==> src/rtl/spi_pkg.sv <==
package spi_pkg;
  localparam logic [7:0] ADDR_CTRL = 8'h0A;
  localparam logic [7:0] ADDR_STAT = 8'h0B;
  localparam logic [7:0] ADDR_DATA = 8'h0C;

  localparam int B_IE   = 7;
  localparam int B_EN   = 6;
  localparam int B_MSTR = 4;
  localparam int B_CPOL = 3;
  localparam int B_CPHA = 2;
  localparam logic [7:0] CTRL_MASK = 8'hDF;

  localparam int HALF_W = 5;

  // system clocks per serial clock half period
  function automatic logic [HALF_W-1:0] half_period(input logic [1:0] rate);
    case (rate)
      2'b00:   return HALF_W'(1);
      2'b01:   return HALF_W'(2);
      2'b10:   return HALF_W'(8);
      default: return HALF_W'(16);
    endcase
  endfunction

  function automatic logic [7:0] status_byte(input logic done_f, input logic coll_f);
    return {done_f, coll_f, 6'b000000};
  endfunction
endpackage

==> src/rtl/spi_rate_div.sv <==
module spi_rate_div
  import spi_pkg::*;
(
  input  logic       clk,
  input  logic       rst_n,
  input  logic       run,
  input  logic [1:0] rate,
  output logic       tick
);
  logic [HALF_W-1:0] cnt;
  logic [HALF_W-1:0] limit;

  assign limit = half_period(rate) - HALF_W'(1);
  assign tick  = run && (cnt == limit);

  always_ff @(posedge clk or negedge rst_n) begin
    if (!rst_n)      cnt <= '0;
    else if (!run)   cnt <= '0;
    else if (tick)   cnt <= '0;
    else             cnt <= cnt + HALF_W'(1);
  end

  a_r3_cnt_bounded: assert property (@(posedge clk) disable iff (!rst_n)
    run |-> (cnt <= limit));
endmodule

==> src/rtl/spi_shift_core.sv <==
module spi_shift_core #(
  parameter int DW = 8
) (
  input  logic          clk,
  input  logic          rst_n,
  input  logic          load,
  input  logic [DW-1:0] load_data,
  input  logic          lead,
  input  logic          trail,
  input  logic          abort,
  input  logic          cpha,
  input  logic          sdi,
  output logic          sdo,
  output logic [DW-1:0] rx_word,
  output logic          done,
  output logic          inflight
);
  localparam int CNTW = $clog2(DW);
  localparam logic [CNTW-1:0] LAST = CNTW'(DW - 1);

  logic [DW-1:0]   shreg;
  logic [CNTW-1:0] bitcnt;
  logic            cap_bit;
  logic            out_bit;
  logic            bit_in;

  assign bit_in  = cpha ? sdi : cap_bit;
  assign rx_word = {shreg[DW-2:0], bit_in};
  assign done    = trail && !load && !abort && (bitcnt == LAST);
  assign sdo     = cpha ? out_bit : shreg[DW-1];

  always_ff @(posedge clk or negedge rst_n) begin
    if (!rst_n) begin
      shreg    <= '0;
      bitcnt   <= '0;
      cap_bit  <= 1'b0;
      out_bit  <= 1'b0;
      inflight <= 1'b0;
    end else if (load) begin
      shreg    <= load_data;
      bitcnt   <= '0;
      inflight <= 1'b0;
    end else if (abort) begin
      bitcnt   <= '0;
      inflight <= 1'b0;
    end else begin
      if (lead) begin
        inflight <= 1'b1;
        if (cpha) out_bit <= shreg[DW-1];
        else      cap_bit <= sdi;
      end
      if (trail) begin
        shreg <= rx_word;
        if (bitcnt == LAST) begin
          bitcnt   <= '0;
          inflight <= 1'b0;
        end else begin
          bitcnt <= bitcnt + CNTW'(1);
        end
      end
    end
  end

  a_r4_shift_only_on_edge: assert property (@(posedge clk) disable iff (!rst_n)
    (!lead && !trail && !load) |=> $stable(shreg));
endmodule

==> src/rtl/spi_port.sv <==
module spi_port
  import spi_pkg::*;
#(
  parameter int AW = 8,
  parameter int DW = 8
) (
  input  logic          clk,
  input  logic          rst_n,
  input  logic [AW-1:0] bus_addr,
  input  logic          bus_wr,
  input  logic          bus_rd,
  input  logic [DW-1:0] bus_wdata,
  output logic [DW-1:0] bus_rdata,
  output logic          irq,
  output logic          sclk_o,
  output logic          mosi_o,
  input  logic          miso_i,
  input  logic          sclk_i,
  input  logic          ss_n_i,
  input  logic          mosi_i,
  output logic          miso_o
);
  logic [7:0] ctrl;
  logic       spif, wcol, armed;
  logic       busy, phase, sclk_q;
  logic [DW-1:0] rx_buf;

  logic c_ie, c_en, c_mstr, c_cpol, c_cpha;
  assign c_ie   = ctrl[B_IE];
  assign c_en   = ctrl[B_EN];
  assign c_mstr = ctrl[B_MSTR];
  assign c_cpol = ctrl[B_CPOL];
  assign c_cpha = ctrl[B_CPHA];

  // bus decode events
  logic ctrl_wr, stat_rd, data_wr, data_acc;
  assign ctrl_wr  = bus_wr && (bus_addr == AW'(ADDR_CTRL));
  assign stat_rd  = bus_rd && (bus_addr == AW'(ADDR_STAT));
  assign data_wr  = bus_wr && (bus_addr == AW'(ADDR_DATA));
  assign data_acc = (bus_wr || bus_rd) && (bus_addr == AW'(ADDR_DATA));

  // slave input synchronisers
  logic sclk_s1, sclk_s2, sclk_s3, mosi_s1, mosi_s2, ss_s1, ss_s2;
  always_ff @(posedge clk or negedge rst_n) begin
    if (!rst_n) begin
      {sclk_s1, sclk_s2, sclk_s3} <= 3'b000;
      {mosi_s1, mosi_s2}          <= 2'b00;
      {ss_s1, ss_s2}              <= 2'b11;
    end else begin
      sclk_s1 <= sclk_i; sclk_s2 <= sclk_s1; sclk_s3 <= sclk_s2;
      mosi_s1 <= mosi_i; mosi_s2 <= mosi_s1;
      ss_s1   <= ss_n_i; ss_s2   <= ss_s1;
    end
  end

  logic slave_sel, s_edge, lead_s, trail_s;
  assign slave_sel = c_en && !c_mstr && !ss_s2;
  assign s_edge    = sclk_s2 ^ sclk_s3;
  assign lead_s    = slave_sel && s_edge && (sclk_s2 != c_cpol);
  assign trail_s   = slave_sel && s_edge && (sclk_s2 == c_cpol);

  // master serial clock generation
  logic tick, lead_m, trail_m;
  spi_rate_div u_div (
    .clk (clk), .rst_n (rst_n), .run (busy), .rate (ctrl[1:0]), .tick (tick)
  );
  assign lead_m  = tick && !phase;
  assign trail_m = tick && phase;

  // transfer bookkeeping between the register side and the shifter
  logic core_infl, core_done, busy_any, load_req, start_req;
  logic [DW-1:0] rx_word;
  assign busy_any  = busy || core_infl;
  assign load_req  = data_wr && !busy_any;
  assign start_req = load_req && c_en && c_mstr;

  spi_shift_core #(.DW(DW)) u_core (
    .clk       (clk),
    .rst_n     (rst_n),
    .load      (load_req),
    .load_data (bus_wdata),
    .lead      (c_mstr ? lead_m  : lead_s),
    .trail     (c_mstr ? trail_m : trail_s),
    .abort     (!c_mstr && !slave_sel),
    .cpha      (c_cpha),
    .sdi       (c_mstr ? miso_i : mosi_s2),
    .sdo       (mosi_o),
    .rx_word   (rx_word),
    .done      (core_done),
    .inflight  (core_infl)
  );
  assign miso_o = mosi_o;
  assign sclk_o = sclk_q;

  always_ff @(posedge clk or negedge rst_n) begin
    if (!rst_n) begin
      busy   <= 1'b0;
      phase  <= 1'b0;
      sclk_q <= 1'b0;
    end else if (start_req) begin
      busy   <= 1'b1;
      phase  <= 1'b0;
      sclk_q <= c_cpol;
    end else if (busy) begin
      if (tick) begin
        phase  <= ~phase;
        sclk_q <= ~sclk_q;
      end
      if (core_done) busy <= 1'b0;
    end else begin
      sclk_q <= c_cpol;
    end
  end

  // registers and flags
  always_ff @(posedge clk or negedge rst_n) begin
    if (!rst_n) begin
      ctrl   <= '0;
      spif   <= 1'b0;
      wcol   <= 1'b0;
      armed  <= 1'b0;
      rx_buf <= '0;
    end else begin
      if (ctrl_wr) ctrl <= bus_wdata[7:0] & CTRL_MASK;
      if (core_done) rx_buf <= rx_word;

      if (stat_rd && (spif || wcol)) armed <= 1'b1;
      else if (data_acc)             armed <= 1'b0;

      if (core_done)               spif <= 1'b1;
      else if (data_acc && armed)  spif <= 1'b0;

      if (data_wr && busy_any)     wcol <= 1'b1;
      else if (data_acc && armed)  wcol <= 1'b0;
    end
  end

  always_comb begin
    bus_rdata = '0;
    if (bus_addr == AW'(ADDR_CTRL))      bus_rdata = DW'(ctrl);
    else if (bus_addr == AW'(ADDR_STAT)) bus_rdata = DW'(status_byte(spif, wcol));
    else if (bus_addr == AW'(ADDR_DATA)) bus_rdata = rx_buf;
  end

  assign irq = c_ie && spif;

  a_r2_start_from_write: assert property (@(posedge clk) disable iff (!rst_n)
    $rose(busy) |-> $past(data_wr && c_en && c_mstr));
  a_r3_idle_level: assert property (@(posedge clk) disable iff (!rst_n)
    (!busy && !ctrl_wr) |=> (sclk_o == c_cpol));
  a_r5_flag_after_transfer: assert property (@(posedge clk) disable iff (!rst_n)
    $rose(spif) |-> $past(busy_any));
  a_r6_clear_by_sequence: assert property (@(posedge clk) disable iff (!rst_n)
    $fell(spif) |-> $past(data_acc && armed));
  a_r7_collision: assert property (@(posedge clk) disable iff (!rst_n)
    (data_wr && busy_any) |=> wcol);
  a_r8_irq_source: assert property (@(posedge clk) disable iff (!rst_n)
    $rose(irq) |-> $past(core_done || ctrl_wr));
endmodule

==> config.mk <==
export PLATFORM = sky130hd
export DESIGN_NAME = spi_port
export DESIGN_NICKNAME = d
export VERILOG_FILES = /design/src/rtl/spi_pkg.sv /design/src/rtl/spi_rate_div.sv /design/src/rtl/spi_shift_core.sv /design/src/rtl/spi_port.sv
export SDC_FILE = /design/constraint.sdc
export NUM_CORES = 1
export LEC_CHECK = 0
export BUFFER_PORTS_ARGS = -buffer_cell sky130_fd_sc_hd__buf_4
export CORE_AREA = 2 2 72 74
export CTS_CLUSTER_DIAMETER = 80
export CTS_CLUSTER_SIZE = 8
export DETAILED_ROUTE_END_ITERATION = 10
export DIE_AREA = 0 0 74 76
export HOLD_SLACK_MARGIN = 0.05
export PLACE_DENSITY = 0.74
export SYNTH_ARGS = -nofsm -noshare
export SYNTH_HDL_FRONTEND = slang
export SYNTH_SLANG_ARGS = --single-unit
==> constraint.sdc <==
create_clock -name clk -period 4.4 [get_ports clk]
set_clock_uncertainty 0.2 [all_clocks]
set_input_delay 0.44 -clock clk [delete_from_list [all_inputs] [get_ports clk]]
set_output_delay 0.44 -clock clk [all_outputs]
set_load 0.005 [all_outputs]
# Yosys cells after proc, flatten, opt, wreduce, memory -nomap -nowiden
# Cells that the tools add are included.
# word_totals
out_inout_bits,12
input_bits,24
register_bits,47
elab_cells,123
# classes
add_sub_neg,3
eq_ne,11
bitwise,6
n_reduce_logical,45
muxes,37
# ops
op,n
two-way mux 8 bit,6
== test 8 x 4 -> 1 bit (second input constant),3
two-way mux 1 bit,24
logical AND 1 bit,23
case mux 5 bit (3 select lines),1
two-way mux 3 bit,4
nonzero test 2 bit,6
two-way mux 5 bit,2
AND reduction 4 bit,2
zero test 1 bit,7
adder 5 x 1 -> 5 bit (second input constant),1
== test 5 bit,1
inverter 1 bit,5
subtractor 5 x 1 -> 5 bit (second input constant),1
AND reduction 2 bit,2
adder 3 x 1 -> 3 bit (second input constant),1
== test 3 bit (second input constant),1
logical OR 1 bit,3
inequality test 3 x 1 -> 1 bit (second input constant),1
nonzero test 3 bit,1
== test 2 x 1 -> 1 bit (second input constant),1
== test 2 bit (second input constant),1
zero test 2 bit,1
inequality test 2 bit (second input constant),1
3 further kinds,3

# Longest topological paths before layout
# Gate-level depths: netlist (run 1).
# logic_depth
word_depth,13
mapped_depth,8
depth_no_buf,7

# Modules after synthesis
# Synthesis (run 1) repeated with hierarchy kept, for this count alone.
# unflattened
cells_unflattened,206
hier_area_um2,2366.0
# by_module_without_submodules
mod,cells_each,seq_area_each_um2,area_per_inst_um2,instances
spi_port,101,703.2,1288.7,1
spi_shift_core,73,350.3,762.0,1
spi_rate_div,32,125.1,315.3,1

# Worst setup path before layout (run 1)
# Ideal clock, no wire load.
# synth_timing
path_kind,reg2reg
startpoint,register ctrl[1]
endpoint,register rx_buf[0]
arrival_ps,2199
slack_ps,1876
stages_incl_launch_ff,8
n_path_buf,0
cell_sequence,dfrtp_1 > or2_2 > ha_1 > xor2_1 > nor4b_4 > nand4_2 > a21oi_4 > mux2_2
# synth_via
elab_chain_cells,10
# synth_lines
element,line_no,text
start: declaration,spi_port.sv:23,logic [7:0] ctrl;
start signal: assignment,spi_port.sv:124,if (ctrl_wr) ctrl <= bus_wdata[7:0] & CTRL_MASK;
"== test 2 bit, or another cell as far along",spi_pkg.sv:17,case (rate)
case mux 5 bit (3 select lines) (*),spi_pkg.sv:17,
subtractor 5 x 1 -> 5 bit (*),spi_rate_div.sv:13,assign limit = half_period(rate) - HALF_W'(1);
== test 5 bit (*),spi_rate_div.sv:14,assign tick = run && (cnt == limit);
logical AND 1 bit (*),spi_rate_div.sv:14,
logical AND 1 bit (*),spi_port.sv:68,assign trail_m = tick && phase;
two-way mux 1 bit (*),spi_port.sv:83,".trail (c_mstr ? trail_m : trail_s),"
logical AND 1 bit (*) (3 in series),spi_shift_core.sv:29,assign done = trail && !load && !abort && (bitcnt == LAST);
end signal: assignment,spi_port.sv:125,if (core_done) rx_buf <= rx_word;
end: declaration,spi_port.sv:26,logic [DW-1:0] rx_buf;
# Mark *: on every way between the ends. The rest lies on a longest branch, timed or not.
# A chain may end at the register's enable or synchronous reset.

# Final worst setup path (run 1)
# layout_timing
startpoint,register ctrl[1]
endpoint,register rx_buf[3]
# Same word-level chain as after synthesis.

==> metrics.md, run 1 <==
| Metric | Value |
|---|---|
| Outcome | `finished, final reports clean` |
| Layout cells sized above 1 | `26.4%` |
| CTS Buffer Depth | `2` |
| Share of flip-flops with an asynchronous set or reset | `between 90% and 100%` |
| Max-Slew Margin vs Limit | `around three fifths` |
| Mapped Area | `~2300 um^2` |
| Core footprint | `just under 5000 um^2` |
| # setup viols final | `0` |
| Synth top area share | `about half` |
| Peak VDD IR | `186 uV` |
| Final period util | `about 68%` |
| Hold Path Depth | `0` |
| Pin count of the biggest net entering global routing | `48` |
| Reg area | `~1200 um^2` |
| Setup_tns | `0 ns` |
| Worst Path Max Fanout | `12` |
| Area delta synth->final | `18.8%` |
| Sw power | `0.208 mW` |
| Initial detailed-routing violation count | `around 140` |
| TritonRoute pass-1 iters | `4` |
| Initial Utilization | `47.5%` |
| Vias in the first global route | `1729` |
| First-pass GRT wire length | `~8.5 mm` |
| Hpwl dp | `between 3 and 4 mm` |
| Routed WL | `5.00 mm` |
| Sw Share | `24.9%` |
| Die H | `76 um` |
| Clock share of power | `32.3%` |
| Largest cells by area after synthesis | `dfrtp_1 48%, mux2_2 8.2%, o21ai_0 4.1%` |
| Cell variety after synth | `43` |
| Total CTS buffers | `5` |
| Initial antenna violation count | `0` |
| Port Buf Inserts | `35` |
| Critical path capture point type | `flop` |
| Yosys warns | `0` |
| Post-Layout Cell Count | `328` |
| Vias/cell | `5.45` |
| Syn_nets | `249` |
| Root Buffer | `clkbuf_8` |
| Number of synthesized register bits | `47` |
| Comb pwr share | `about a tenth` |
| Reg clk slew, reported paths | `0.08 ns` |
| Post-synth EDFFs | `0` |
| Final hold violation count | `0` |
| Sequential share of the synthesized area | `50.5%` |
| Final Worst Setup Slack | `1.42 ns` |
| Rows | `26` |
| Placed insts | `316` |
| Leading area contributor after synthesis | `dfrtp_1` |
| Worst setup SP type | `flop` |
| Layout net count | `approximately 290` |
| Residual DRC | `0` |
| Via count | `1788` |
| Worst min path class | `flop to flop` |
| P_int | `approximately 0.63 mW` |
| CP required | `4.39 ns` |
| Tmin final | `2.98 ns` |
| Post-Synthesis Mean Instance Area | `~11 um^2` |
| Pleak | `1.27 nW` |
| Pre-CTS WS | `1.45 ns` |
| Power Density | `302 nW/um^2` |
| Crit Path Category | `flop to flop` |
| Clock Latency Late Sink | `0.30 ns` |
| Unrepaired setup endpoints after global routing | `false` |
| GPL Wtd Cong | `0.770` |
| GRT overflow | `0` |
| R2r worst-path depth | `7` |
| Slew @ Worst Pin | `just over 0.6 ns` |
| Clock Sinks | `47` |
| CTS tree | `built` |
| H-tree depth | `2` |
| WL/cell | `15.2 um` |
| GRT Resource Usage Total | `19.5%` |
| Seq pwr share | `a little under three fifths` |
| Ports | `36` |
| Number of diodes | `0` |
| Die area | `5620 um^2` |
| Fill cell count | `around 440` |
| Maxcap violations | `0` |
| Commonest cells in the netlist | `45 x dfrtp_1, 22 x nor2_1, 19 x o21ai_0` |
| Die W | `74 um` |
| Area of the multi-input gates | `approximately 1100 um^2` |
| Post-Syn Instances | `221` |
| Top_reg_cell synth | `dfrtp_1` |
| Remaining antenna violation count after routing | `0` |
| Max-slew violations | `0` |
| Hold Slack | `between 0.15 and 0.2 ns` |
| Fmax | `335 MHz` |
| Worst EP arrival | `about 3.0 ns` |
| Post-cts sizing count | `0` |
| Top-count cell post-synth | `dfrtp_1` |
-- stage by stage --
| step | area, um^2 | power, mW | utilization (%) |
|---|---|---|---|
| floorplan | 2330 | 0.525 | - |
| global placement | 2640 | 0.569 | 53.8 |
| detailed placement | 2640 | 0.572 | 53.8 |
| CTS | 2770 | 0.844 | 56.4 |
| global route | 2770 | 0.877 | 56.4 |
| finish | 2770 | 0.837 | 56.4 |
-- metal layers --
layer	track usage (%)	routed length (um)	part of all wire (%)	vias to the layer above
met5	0	0	0	-
met3	4.10	185	3.7	9
met2	28.6	2290	46	39
li1	-	-	-	880
met1	28.4	2420	48	860
met4	7.45	101	2.0	0
-- final cells by class --
class / instances / area share, %
clock inverters: 1 / 0.181
well taps: 70 / 3.16
clock buffers: 7 / 3.11
repair buffers: 40 / 11.2
inverters: 3 / 0.406
multi-input cells: 160 / 39.4
flip-flops and latches: 47 / 42.5
-- layout by cell type, fill, tap and decap left out, drive strengths merged, types with 5 or more instances in the layout --
cell,n
a31oi,9
clkbuf,7
buf,36
mux2,17
xor2,5
o21ai,20
nand3,10
dfrtp,45
a22o,5
nand2,8
a21oi,15
nor2,22
-- power groups by stage --
| stage | Combinational [mW] | Sequential, mW | Clock (mW) |
|---|---|---|---|
| 2_1_floorplan | 0.0503 | 0.475 | 0 |
| 3_3_place_gp | 0.0859 | 0.484 | 0 |
| 3_5_place_dp | 0.0876 | 0.485 | 0 |
| 4_1_cts | 0.0910 | 0.476 | 0.277 |
| 5_1_grt | 0.100 | 0.479 | 0.297 |
| 6_report | 0.0897 | 0.476 | 0.270 |
-- worst max-delay path, cell delays in order, from the launching register on --
cell and delay [ns]:
dfrtp_1 0.44, or2_2 0.32, ha_1 0.21, xor2_1 0.21, nor4b_4 0.31, nand4_2 0.36
a21oi_4 0.45, mux2_2 0.38
-- kinds of logic after synthesis --
| group | share of synthesized area, % |
|---|---|
| adder cells (fa/ha/maj) | 2.14 |
| XOR/XNOR | 2.63 |
| AO/OA/AOI/OAI | 15.8 |
| flip-flops | 50.5 |
| multiplexers | 9.49 |
| AND/OR/NAND/NOR | 16.8 |
| buffers and inverters | 2.63 |
-- path summary, 6_finish.rpt --
path | start | end | slack [ns]
min in group asynchronous | rst_n | sclk_s2 | 0.48
max in group asynchronous | rst_n | ctrl[6] | 3.12
setup / recovery | ctrl[1] | rx_buf[3] | 1.42
hold reg to reg | mosi_s1 | mosi_s2 | 0.16
hold / removal | mosi_s1 | mosi_s2 | 0.16
setup reg to reg | ctrl[1] | rx_buf[3] | 1.42
-- state kept, by name, summed over array words and instances (netlist names), 3 cells and up --
name,cells
ctrl,7
rx_buf,8
u_core.bitcnt,3
u_core.shreg,8
u_div.cnt,5
-- repair_timing --
action,in CTS,in global routing
endpoints found under the hold margin,48,0
hold buffers,4,0
buffers inserted,0,0
Power figures use the tool's default switching activity.
==> run 2: changes to the inputs <==
Settings changed: ABC_AREA from default to 1, CORE_AREA 2 2 72 74 to 2 2 73 75, DIE_AREA 0 0 74 76 to 0 0 75 77.
Clock period 4.4 ns to 2.9 ns, I/O delays scaled along.
==> run 2 against run 1 <==
Against the previous run: combinational power up 81%; cell area is 4.5% higher; core utilization up 1.8 points; register-to-register slack got worse by 0.77 ns; critical endpoint is now u_core.shreg[4].
==> metrics.md, run 2 <==
| Metric | Value |
|---|---|
| Remaining antenna violation count after routing | `0 (unchanged)` |
| GRT overflow | `0 (unchanged)` |
| Initial Utilization | `48.7% (+1.2 points)` |
| Final hold violation count | `0 (unchanged)` |
| Max-slew violations | `0 (unchanged)` |
| Clock Sinks | `47 (unchanged)` |
| Unrepaired setup endpoints after global routing | `false` |
| Worst setup SP type | `flop` |
| Root Buffer | `clkbuf_8` |
| Worst min path class | `input pin to flop` |
| Leading area contributor after synthesis | `dfrtp_1` |
| Top_reg_cell synth | `dfrtp_1` |
| Area delta synth->final | `19.4%` |
| Cell variety after synth | `31 (-28%)` |
| Layout Utilization | `58.2% (+1.8 points)` |
| WL/cell | `12.3 um (-20%)` |
| Routed WL | `5.14 mm (+2.8%)` |
| Via count | `2079 (+16%)` |
| Maxcap violations | `0 (unchanged)` |
| Sequential share of the synthesized area | `48.6% (-1.9 points)` |
| Share of flip-flops with an asynchronous set or reset | `100% (unchanged)` |
| Total CTS buffers | `5 (unchanged)` |
| Core footprint | `4980 um^2 (+1.3%)` |
| Post-synth EDFFs | `0 (unchanged)` |
| Post-cts sizing count | `0 (unchanged)` |
| Commonest non-fill, non-tap cells in the layout | `114 x nand2_1, 45 x dfrtp_1, 35 x buf_4, 31 x inv_1, 20 x nor2_1` |
| Worst EP arrival | `2.25 ns (-0.73 ns)` |
| Largest cells by area after synthesis | `dfrtp_1 46%, nand2_1 18%, inv_1 4.8%` |
| Slew @ Worst Pin | `0.585 ns (-0.0256 ns)` |
| Syn_nets | `337 (+35%)` |
| Vias in the first global route | `1955 (+13%)` |
| Worst Path Max Fanout | `13 (+1)` |
| Ports | `36 (unchanged)` |
| Fill cell count | `467 (+7.1%)` |
| Initial detailed-routing violation count | `115 (-17%)` |
| GPL Wtd Cong | `0.871 (+13%)` |
| Vias/cell | `4.96 (-9.0%)` |
| TritonRoute pass-1 iters | `4 (unchanged)` |
| Final period util | `77.9% (+10 points)` |
| Final Worst Setup Slack | `0.642 ns (-0.773 ns)` |
| Residual DRC | `0 (unchanged)` |
| Pre-CTS WS | `0.673 ns (-0.773 ns)` |
| Number of synthesized register bits | `47 (unchanged)` |
| Die H | `77 um (+1.3%)` |
| Layout net count | `376 (+32%)` |
| Most common cell after layout, fill and taps aside | `nand2_1` |
| Peak VDD IR | `301 uV (+62%)` |
| Critical path capture point type | `flop` |
| First-pass GRT wire length | `8.73 mm (+3.0%)` |
| Mapped Area | `2430 um^2 (+4.0%)` |
| Synth top area share | `46.4% (-1.8 points)` |
| CTS Buffer Depth | `2 (unchanged)` |
| Tmin final | `2.26 ns (-0.727 ns)` |
| Number of diodes | `0 (unchanged)` |
| Die area | `5780 um^2 (+2.7%)` |
| Placed insts | `406 (+28%)` |
| Post-Layout Cell Count | `419 (+28%)` |
| Port Buf Inserts | `35 (unchanged)` |
| Yosys warns | `0 (unchanged)` |
| Max-Slew Margin vs Limit | `61.0% (+2.1 points)` |
| Commonest cells in the netlist | `114 x nand2_1, 45 x dfrtp_1, 31 x inv_1` |
| Crit Path Category | `flop to flop` |
| Clock Latency Late Sink | `0.30 ns (about the same)` |
| Top-count cell post-synth | `nand2_1` |
| Outcome | `finished, final reports clean` |
| Fmax | `443 MHz (+32%)` |
| CP required | `2.90 ns (-1.49 ns)` |
| # setup viols final | `0 (unchanged)` |
| Pin count of the biggest net entering global routing | `48 (unchanged)` |
| Reg clk slew, reported paths | `0.09 ns (about the same)` |
| Post-Synthesis Mean Instance Area | `7.85 um^2 (-26%)` |
| Biggest regs | `rx_buf: 8 flops, u_core.shreg: 8 flops, ctrl: 7 flops` |
| Layout cells sized above 1 | `17.5% (-8.9 points)` |
| GRT Resource Usage Total | `19.7% (+0.18 points)` |
| Post-CTS setup buffer count | `0 (unchanged)` |
| Setup_tns | `0 ns (unchanged)` |
| CTS tree | `built` |
| Hpwl dp | `3.78 mm (+5.2%)` |
| H-tree depth | `2 (unchanged)` |
| Initial antenna violation count | `0 (unchanged)` |
| Rows | `26 (unchanged)` |
| Die W | `75 um (+1.4%)` |
| Post-Syn Instances | `309 (+40%)` |
| Pleak | `1.53 nW (+21%)` |
| Power Density | `506 nW/um^2 (+68%)` |
run 2: cell count changes in the layout (fill, tap and decap cells not counted), moves of 6 or more:
cell,delta
nand2_1,+106
inv_1,+28
nand3_1,+8
a21oi_1,-11
o21ai_1,+6
a31oi_1,-8
nand4_1,+10
mux2_2,-17
run 2: final cells by class:
| type | count | area, um^2 | share of cell area (%) |
|---|---|---|---|
| Clock buffer | 6 | 72.6 | 2.51 |
| Clock inverter | 2 | 60.1 | 2.07 |
| Inverter | 36 | 135 | 4.67 |
| Multi-Input combinational cell | 218 | 1050 | 36.2 |
| Sequential cell | 47 | 1180 | 40.7 |
| Tap cell | 70 | 87.6 | 3.02 |
| Timing Repair Buffer | 40 | 313 | 10.8 |
run 2: per-layer routing:
metal  GRT usage, %  part of all wire, %
met3           4.07                  5.4
met4           7.14                  1.7
met1           28.1                   47
met5              0                    0
met2           29.5                   46
run 2: final timing paths:
check,startpoint,to,slack (ns),depth (start not counted)
min in group asynchronous,rst_n,mosi_s2,0.34,2
max in group asynchronous,rst_n,armed,1.77,2
setup reg to reg,ctrl[0],u_core.shreg[4],0.64,14
hold reg to reg,ss_s1,ss_s2,0.16,0
hold / removal,bus_wdata[3],ctrl[3],0.07,3
setup / recovery,ctrl[0],u_core.shreg[4],0.64,14
run 2: per-stage QoR:
step / power, mW / instance area, um^2 / hold WS [ns]
global placement: 0.897 / 2710 / 0.130
CTS: 1.47 / 2900 / 0.0652
global route: 1.54 / 2900 / 0.0796
finish: 1.47 / 2900 / 0.0707
detailed placement: 0.903 / 2710 / 0.135
floorplan: 0.835 / 2430 / -0.206
run 2: worst max-delay path: stages (launching register included):
cell	delay (ns)
dfrtp_1	0.44
inv_2	0.10
nand2_1	0.07
ha_1	0.29
inv_1	0.04
nand2_1	0.07
nand2_1	0.05
nor2_1	0.08
nand2_1	0.07
nor2_2	0.14
nand4_1	0.12
nand2_2	0.22
nor2_2	0.13
nand2_1	0.08
nand2_1	0.05
run 2: kinds of logic after synthesis:
group / after synthesis / share of synthesized area, %
AO/OA/AOI/OAI: 31 / 7.01
XOR/XNOR: 4 / 1.44
adder cells (fa/ha/maj): 4 / 2.06
buffers and inverters: 44 / 8.15
flip-flops: 47 / 48.6
AND/OR/NAND/NOR: 179 / 32.7
run 2: power by group:
part           leakage (nW)  internal (mW)  switching, mW
logic                 0.839         0.0720         0.0902
clock network        0.0654          0.345          0.224
registers             0.627          0.697         0.0376
run 2: what timing repair did:
item,4_1_cts,5_1_grt
hold buffers,5,0
setup endpoints to repair,0,0
hold endpoints to repair,49,0
==> run 3: changes to the inputs <==
Clock period 2.9 ns to 2.26 ns, I/O delays scaled along.
==> run 3 against run 2 <==
Against the previous run: the flow now finishes with violations (negative setup slack); sequential power is 28% higher; count of clock-buffer cells in the layout is 1 higher; critical path depth stayed put; first-iteration DRC count is 11% lower; routed wire length is 8.7% higher; setup slack worse by 0.64 ns; critical path type unchanged; largest power group unchanged.
==> metrics.md, run 3 (same netlist as run 2, synthesis figures left out) <==
| Metric | Value |
|---|---|
| Placed insts | `409 (+0.74%)` |
| Pin count of the biggest net entering global routing | `48 (unchanged)` |
| Peak VDD IR | `352 uV (+17%)` |
| Crit-path max cell delay | `0.45 ns (about the same)` |
| Initial antenna violation count | `0 (unchanged)` |
| Final period util | `100% (+22 points)` |
| Fmax | `442 MHz (-0.20%)` |
| Top delay family on crit path | `simple AND/OR/NAND/NOR gates` |
| WL/cell | `12.9 um (+4.9%)` |
| Hpwl dp | `3.84 mm (+1.5%)` |
| Pleak | `1.59 nW (+3.7%)` |
| Vias/cell | `5.06 (+1.9%)` |
| Slew @ Worst Pin | `0.597 ns (+0.0124 ns)` |
| Die area | `5780 um^2 (unchanged)` |
| Die H | `77 um (unchanged)` |
| CTS tree | `built` |
| CP bufs+invs | `2 (unchanged)` |
| Worst EP arrival | `2.26 ns (about the same)` |
| Layout cells sized above 1 | `21.2% (+3.7 points)` |
| Failing checks | `negative setup slack` |
| Die W | `75 um (unchanged)` |
| GRT Resource Usage Total | `20.6% (+0.82 points)` |
| Port Buf Inserts | `35 (unchanged)` |
| Clock Sinks | `47 (unchanged)` |
| Via count | `2194 (+5.5%)` |
| CP dominant cell by count | `nand2_1` |
| Maxcap violations | `0 (unchanged)` |
| Crit Path Category | `flop to flop` |
| Ports | `36 (unchanged)` |
| # setup viols final | `1 (+1)` |
| Reg clk slew, reported paths | `0.09 ns (about the same)` |
| TritonRoute pass-1 iters | `4 (unchanged)` |
| GPL Wtd Cong | `0.880 (+1.1%)` |
| Total CTS buffers | `5 (unchanged)` |
| Core footprint | `4980 um^2 (unchanged)` |
| CP required | `2.26 ns (-0.64 ns)` |
| Unrepaired setup endpoints after global routing | `true` |
| Worst Path Max Fanout | `8 (-5)` |
| Critical path capture point type | `flop` |
| Area delta synth->final | `25.4%` |
| Layout net count | `391 (+4.0%)` |
| Worst path cell trace | `inv_2 -> nand2_2 -> ha_4 -> inv_2 -> nand2_2 -> nand2_1 -> nor2_1 -> nand2_1 -> nor2_4 -> nand4_1 -> nand2_4 -> nor2_4 -> nand2_1 -> nand2_1` |
| Final Worst Setup Slack | `-0.00247 ns (-0.645 ns)` |
| GRT overflow | `0 (unchanged)` |
| Routed WL | `5.58 mm (+8.7%)` |
| Vias in the first global route | `2087 (+6.8%)` |
| Initial Utilization | `48.7% (unchanged)` |
| Number of diodes | `0 (unchanged)` |
| Outcome | `finished with violations` |
| Setup_tns | `-0.00247 ns (-0.00247 ns)` |
| Clock Latency Late Sink | `0.30 ns (about the same)` |
| Worst setup SP type | `flop` |
| Initial detailed-routing violation count | `102 (-11%)` |
| Most common cell after layout, fill and taps aside | `nand2_1` |
| Biggest regs | `rx_buf: 8 flops, u_core.shreg: 8 flops, ctrl: 7 flops` |
| Tmin final | `2.26 ns (+0.00456 ns)` |
| Max-Slew Margin vs Limit | `60.2% (-0.82 points)` |
| Max-slew violations | `0 (unchanged)` |
| First-pass GRT wire length | `9.07 mm (+4.0%)` |
| Residual DRC | `0 (unchanged)` |
| H-tree depth | `2 (unchanged)` |
| Remaining antenna violation count after routing | `0 (unchanged)` |
| FF-to-FF setup slack | `-0.002 ns (-0.64 ns)` |
| Root Buffer | `clkbuf_8` |
| Post-route design area | `3040 um^2 (+5.0%)` |
| Power Density | `564 nW/um^2 (+12%)` |
| CTS Buffer Depth | `2 (unchanged)` |
| Rows | `26 (unchanged)` |
| CP max-delay cell | `dfrtp_2` |
| Placed inst area | `2740 um^2 (+0.83%)` |
| Commonest non-fill, non-tap cells in the layout | `109 x nand2_1, 44 x dfrtp_1, 41 x buf_4, 30 x inv_1, 20 x nor2_1` |
| Worst min path class | `input pin to flop` |
| Post-Layout Cell Count | `434 (+3.6%)` |
| Final hold violation count | `0 (unchanged)` |
==> run 3: repair_timing <==
item,4_1_cts,5_1_grt
hold buffers,13,0
gates resized for setup,0,14
endpoints found under the setup margin,0,24
hold endpoints to repair,57,0
setup buffers,0,3
==> run 3: final cells by class <==
class / instances / area, um^2
Fill cell: 451 / 1940
Sequential cell: 47 / 1180
Multi-Input combinational cell: 219 / 1110
Timing Repair Buffer: 54 / 438
Inverter: 36 / 135
Tap cell: 70 / 87.6
Clock buffer: 7 / 86.3
Clock inverter: 1 / 5.00
==> run 3: power by group <==
group	leakage (nW)	internal, mW	total [mW]	switching [mW]
clock network	0.0482	0.247	0.529	0.282
registers	0.625	0.895	0.942	0.0471
logic	0.914	0.115	0.245	0.130
==> run 3: worst reg2reg max path: stages, from the launching register on <==
cell,delay [ns]
dfrtp_2,0.45
inv_2,0.08
nand2_2,0.08
ha_4,0.27
inv_2,0.03
nand2_2,0.06
nand2_1,0.05
nor2_1,0.09
nand2_1,0.09
nor2_4,0.13
nand4_1,0.23
nand2_4,0.20
nor2_4,0.08
nand2_1,0.07
nand2_1,0.05
==> run 3: per-layer routing <==
layer	global-route usage, %	routed length [um]	vias up
met5	0	0	-
met4	5.36	123	0
met3	4.99	372	13
met2	33.4	2630	58
met1	27.1	2450	1028
li1	-	-	1095
==> run 3: stage by stage <==
| stage | power (mW) | hold slack [ns] | setup WS [ns] | util [%] |
|---|---|---|---|---|
| global placement | 1.15 | 0.0643 | 0.116 | 55.0 |
| finish | 1.72 | 0.0684 | -0.00247 | 61.1 |
| floorplan | 1.07 | -0.270 | 0.311 | - |
| detailed placement | 1.16 | 0.0694 | 0.0400 | 55.0 |
| global route | 1.81 | 0.0821 | -0.154 | 61.1 |
| CTS | 1.70 | 0.0661 | 0.0124 | 59.4 |
==> run 3: final timing paths <==
check | from | end | cells past startpoint
max | ctrl[0] | u_core.shreg[3] | 14
min | bus_wr | wcol | 3
max reg2reg | ctrl[0] | u_core.shreg[3] | 14
min reg2reg | ss_s1 | ss_s2 | 0
max in group asynchronous | rst_n | ctrl[0] | 2
min in group asynchronous | rst_n | sclk_s1 | 2
